[config.mk]
export PLATFORM = sky130hd
export DESIGN_NAME = bst_bistable
export DESIGN_NICKNAME = d
export VERILOG_FILES = /design/src/rtl/bst_pkg.sv /design/src/rtl/bst_rst_sync.sv /design/src/rtl/bst_compare.sv /design/src/rtl/bst_persist_timer.sv /design/src/rtl/bst_flag_reg.sv /design/src/rtl/bst_bistable.sv
export SDC_FILE = /design/constraint.sdc
export NUM_CORES = 1
export LEC_CHECK = 0
export BUFFER_PORTS_ARGS = -buffer_cell sky130_fd_sc_hd__buf_4
export CORE_UTILIZATION = 48
export CTS_BUF_LIST = sky130_fd_sc_hd__clkbuf_4 sky130_fd_sc_hd__clkbuf_8
export DETAILED_ROUTE_END_ITERATION = 16
export GPL_TIMING_DRIVEN = 0
export HOLD_SLACK_MARGIN = 0.03
export PLACE_DENSITY = 0.81
export SETUP_SLACK_MARGIN = 0.4
export SYNTH_ARGS = -nofsm -noshare
export SYNTH_HDL_FRONTEND = slang
export SYNTH_SLANG_ARGS = --single-unit
[constraint.sdc]
create_clock -name clk -period 0.8 [get_ports clk]
set_clock_uncertainty 0.1 [all_clocks]
set_input_delay 0.24 -clock clk [delete_from_list [all_inputs] [get_ports clk]]
set_output_delay 0.24 -clock clk [all_outputs]
set_load 0.005 [all_outputs]
[src/rtl/bst_pkg.sv]
package bst_pkg;
  typedef enum logic {
    DIR_RISE = 1'b0,
    DIR_FALL = 1'b1
  } trip_dir_e;
endpackage

[src/rtl/bst_rst_sync.sv]
module bst_rst_sync (
  input  logic clk,
  input  logic arst_n,
  output logic rst_n_o
);
  logic [1:0] sync_q;

  always_ff @(posedge clk or negedge arst_n) begin
    if (!arst_n) sync_q <= 2'b00;
    else         sync_q <= {sync_q[0], 1'b1};
  end

  assign rst_n_o = sync_q[1];
endmodule

[src/rtl/bst_compare.sv]
module bst_compare
  import bst_pkg::*;
#(
  parameter int W          = 12,
  parameter bit SIGNED_CMP = 1'b1
) (
  input  logic [W-1:0] value_i,
  input  logic [W-1:0] limit_i,
  input  trip_dir_e    dir_i,
  output logic         cond_o
);
  logic at_or_above;

  generate
    if (SIGNED_CMP) begin : g_signed
      assign at_or_above = ($signed(value_i) >= $signed(limit_i));
    end else begin : g_unsigned
      assign at_or_above = (value_i >= limit_i);
    end
  endgenerate

  // Low trip is the strict complement of the high trip test
  always_comb begin
    if (dir_i == DIR_FALL) cond_o = !at_or_above;
    else                   cond_o = at_or_above;
  end
endmodule

[src/rtl/bst_persist_timer.sv]
module bst_persist_timer #(
  parameter int TIMER_STATES = 6,
  parameter int DLY_W        = 3,
  localparam int CNT_W       = $clog2(TIMER_STATES),
  localparam int TMAX        = TIMER_STATES - 1
) (
  input  logic             clk,
  input  logic             rst_n,
  input  logic             scan_en,
  input  logic             cond_i,
  input  logic [DLY_W-1:0] delay_cfg_i,
  output logic [CNT_W-1:0] count_o,
  output logic             delay_met_o
);
  logic [CNT_W-1:0] count_q, count_d;
  logic [CNT_W-1:0] delay_q, delay_d;
  logic [CNT_W-1:0] delay_clamped;
  logic [CNT_W-1:0] delay_eff;
  logic             idle;

  assign idle = (count_q == '0);

  always_comb begin
    if (delay_cfg_i > DLY_W'(TMAX)) delay_clamped = CNT_W'(TMAX);
    else                            delay_clamped = CNT_W'(delay_cfg_i);
  end

  // Live setting while idle, captured setting while counting
  assign delay_eff   = idle ? delay_clamped : delay_q;
  assign delay_met_o = (count_q >= delay_eff);

  always_comb begin
    delay_d = delay_q;
    if (idle) delay_d = delay_clamped;
  end

  always_comb begin
    count_d = count_q;
    if (scan_en) begin
      if (!cond_i)                       count_d = '0;
      else if (count_q != CNT_W'(TMAX))  count_d = count_q + CNT_W'(1);
    end
  end

  always_ff @(posedge clk or negedge rst_n) begin
    if (!rst_n) begin
      count_q <= '0;
      delay_q <= '0;
    end else begin
      count_q <= count_d;
      delay_q <= delay_d;
    end
  end

  assign count_o = count_q;
endmodule

[src/rtl/bst_flag_reg.sv]
module bst_flag_reg (
  input  logic clk,
  input  logic rst_n,
  input  logic scan_en,
  input  logic cond_i,
  input  logic delay_met_i,
  output logic trip_o,
  output logic pretrip_o
);
  logic trip_q, trip_d;
  logic pre_q,  pre_d;

  // Previous warning is fed back: once raised it latches until the condition drops
  always_comb begin
    trip_d = trip_q;
    pre_d  = pre_q;
    if (scan_en) begin
      trip_d = cond_i;
      pre_d  = cond_i && (pre_q || delay_met_i);
    end
  end

  always_ff @(posedge clk or negedge rst_n) begin
    if (!rst_n) begin
      trip_q <= 1'b0;
      pre_q  <= 1'b0;
    end else begin
      trip_q <= trip_d;
      pre_q  <= pre_d;
    end
  end

  assign trip_o    = trip_q;
  assign pretrip_o = pre_q;
endmodule

[src/rtl/bst_bistable.sv]
module bst_bistable
  import bst_pkg::*;
#(
  parameter int W            = 12,
  parameter bit SIGNED_CMP   = 1'b1,
  parameter int TIMER_STATES = 6,
  parameter int DLY_W        = 3
) (
  input  logic             clk,
  input  logic             arst_n,
  input  logic             scan_en,
  input  logic [W-1:0]     proc_val,
  input  logic [W-1:0]     setpoint,
  input  logic             dir_fall,
  input  logic [DLY_W-1:0] delay_cfg,
  output logic             trip_o,
  output logic             pretrip_o
);
  localparam int CNT_W = $clog2(TIMER_STATES);
  localparam int TMAX  = TIMER_STATES - 1;

  logic             rst_sync_n;
  logic             cond_w;
  logic             delay_met_w;
  logic [CNT_W-1:0] timer_w;
  trip_dir_e        dir_w;

  assign dir_w = trip_dir_e'(dir_fall);

  bst_rst_sync u_rst_sync (
    .clk     (clk),
    .arst_n  (arst_n),
    .rst_n_o (rst_sync_n)
  );

  bst_compare #(.W(W), .SIGNED_CMP(SIGNED_CMP)) u_cmp (
    .value_i (proc_val),
    .limit_i (setpoint),
    .dir_i   (dir_w),
    .cond_o  (cond_w)
  );

  bst_persist_timer #(.TIMER_STATES(TIMER_STATES), .DLY_W(DLY_W)) u_timer (
    .clk         (clk),
    .rst_n       (rst_sync_n),
    .scan_en     (scan_en),
    .cond_i      (cond_w),
    .delay_cfg_i (delay_cfg),
    .count_o     (timer_w),
    .delay_met_o (delay_met_w)
  );

  bst_flag_reg u_flags (
    .clk         (clk),
    .rst_n       (rst_sync_n),
    .scan_en     (scan_en),
    .cond_i      (cond_w),
    .delay_met_i (delay_met_w),
    .trip_o      (trip_o),
    .pretrip_o   (pretrip_o)
  );
endmodule

==> results.toml <==
[logic_synthesis]
synth_top_family_by_area = "adder cells"
synth_most_common_cell = "inv_1"
synth_flop_cell = "dfrtp_1"
ys_warn_count = 0
synth_top_area_share_pct = 29.3
synth-edff-count = 0
ys_types = 27
synth-simple-area-share_pct = 16.9
synthArstFlopShare_pct = 100
synthMuxAreaShare_pct = 1.17
synth_xor_area_share_pct = 0
synth_seq_area_share_pct = 29.3
synthCells = 93
syn_area_per_cell_sq_um = 9.18
syn_area_sq_um = 853
ys_top_cells_by_count = "19 x inv_1, 18 x ha_1, 10 x dfrtp_1"
synthTopCellsByArea = "dfrtp_1 29%, ha_1 26%, inv_1 8.4%"
synth_largest_area_cell = "dfrtp_1"
synth_compound_area_share_pct = 17.0
ys_ff_latch = 10
syn_nets = 142
synth_fa_ha_area_share_pct = 26.4

[sta]
period_share_pct = 255
fin_crit_ns = 2.04
fmaxAchievable_mhz = 490
setup_viol = 10
slew_violations = 0
setup_ws_ns = -1.24
finalHoldViolCount = 2
hold_ws_ns = -0.352
rsz0062_at_grt = "true"

[cts]
cts_tree = "done"
cts_buffers = 3
cts.sinks = 10
clkTransAtPathRegs_ns = 0.06
root_buffer = "clkbuf_4"
cts.path.max_buffers = 2
insertion_delay_ns = 0.26
htree_levels = 1

[detailed_routing]
post_drt_wl_per_cell_um = 22.1
postRouteAntennaNets = 0
wl_mm = 3.40
vias = 953
drtPass1Iterations = 6
drt_iter0_drc = 32
drc = 0
vias_per_cell = 6.19

[place]
dp_slack_ns = -1.30
post_dp_cell_area_sq_um = 1180
gp_congestion = 0.712
hpwl_mm = 1.47
port_buffers = 31

[die]
io_pins = 33
dieArea_sq_um = 1950
die_height_um = 44.2
dieWidth_um = 44.2
rows = 14
initial_core_util_pct = 54.1
core_area_sq_um = 1580

[layout]
areaGrowthSynthToFinish_pct = 76.2
nFillCells = 37
antenna_cells = 0
fin_nets = 188
drive_gt1_share_pct = 58.7
final_area_sq_um = 1500
utilization_pct = 95.4

[pwr]
leakagePower_uw = 0.000731
ir_worst_vdd_v = 0.00229
p_total_uw = 3710
power.density_nw_per_um2 = 2470

[grt]
grt_max_degree = 11
grt_pass1_wl_mm = 3.81
grt_pass1_vias = 876
grt_usage_pct = 27.7
antenna_found_initial = 0
grt_remaining_overflow = 0

[worst_setup_path]
r2r_start = "u_timer.count_o[1]"
rr_worst_depth = 10
path_max_fanout = 5
critical_path_required_ns = 0.85
r2r_setup_slack_ns = -1.24
rr_endpoint = "u_flags.pretrip_o"
path_class = "reg -> reg"
cp-end-kind = "flop"
cp-start-kind = "flop"
cp.arrival_ns = 2.09

[status]
violations = "negative hold slack, negative setup slack"
outcome = "complete, but fails checks"

[flow_run]
max_cap_viol_count = 0

[worst_hold_path]
hp-class = "in -> async"
## kinds of logic after synthesis
kind of cell / Yosys count
flip-flops: 10
adder cells (fa/ha/maj): 18
buffers and inverters: 20
AND/OR/NAND/NOR: 22
multiplexers: 1
other: 1
AO/OA/AOI/OAI: 21
## worst max-delay path, stage by stage, from the launching register on
cell      delay, ns
dfrtp_1        0.41
inv_2          0.10
ha_4           0.15
nand2b_4       0.07
o21ai_2        0.15
ha_1           0.25
nand2b_4       0.14
a21o_1         0.16
a21o_1         0.18
a21oi_2        0.16
nor3_1         0.06
## layer usage
layer  track usage, %  wire length (um)  vias up
met5                0                 0        -
met4             9.70               201        0
met3             7.76               203       20
met2             50.3              1780       61
met1             30.6              1210      456
li1                 -                 -      416
## report_power, final
part           internal, uW  leakage (uW)  switching, uW  total, uW
Sequential              691      0.000121            164        855
Combinational          1300      0.000590           1100       2410
Clock                   276     0.0000210            177        453
Total                  2270      0.000731           1440       3710
## layout by cell type, fill, tap and decap left out, types with 2 or more instances in the layout
cell      netlist  final
ha_4            0      9
buf_6           0      4
a21o_1          4      4
ha_1           18      9
buf_4           0     36
inv_1          19     13
a21oi_1         5      4
o21a_1          2      2
nand2b_4        0      3
clkbuf_4        0      3
inv_2           0      4
nor3_1          4      3
nand3_1         4      3
dfrtp_1        10      9
nand2_2         0      2
## registers in the layout (all words and copies together), names as in the netlist
signal / flops
u_flags.pretrip_o: 1
u_timer.count_o: 3
u_flags.trip_o: 1
u_timer.delay_q: 3
u_rst_sync.sync_q: 2
## worst max-delay path by stage
stage                       startpoint           endpoint  slack [ns]  cells past startpoint
finish              u_timer.count_o[1]  u_flags.pretrip_o       -1.24                     10
global route        u_timer.count_o[1]  u_flags.pretrip_o       -1.30                     11
CTS                 u_timer.count_o[1]  u_flags.pretrip_o       -1.16                     11
detailed placement  u_timer.count_o[0]  u_flags.pretrip_o       -1.30                     11
global placement           setpoint[1]  u_flags.pretrip_o       -1.27                      8
floorplan           u_timer.count_o[0]  u_flags.pretrip_o       -1.14                     11
## repair_timing
action,4_1_cts,5_1_grt
setup buffers,6,4
endpoints found under the hold margin,10,10
cloned,0,0
endpoints found under the setup margin,11,19
resized for setup,21,15
pin swaps,2,8
## cell type report
cell class	count	area, sq um	area share, %
plain buffers	1	3.75	0.250
clock buffers	4	36.3	2.41
inverters	19	88.8	5.91
multi-input cells	63	773	51.4
flip-flops and latches	10	251	16.7
well taps	16	20.0	1.33
repair buffers	41	330	22.0
## metrics by stage
step / hold WS (ns) / setup TNS (ns) / instances
2_1_floorplan: -0.156 / -5.96 / 93
4_1_cts: -0.365 / -6.10 / 150
3_3_place_gp: -0.0773 / -7.48 / 140
6_report: -0.352 / -6.96 / 154
5_1_grt: -0.369 / -7.15 / 154
3_5_place_dp: -0.0768 / -7.63 / 140
(Power assumes the default switching activity.)
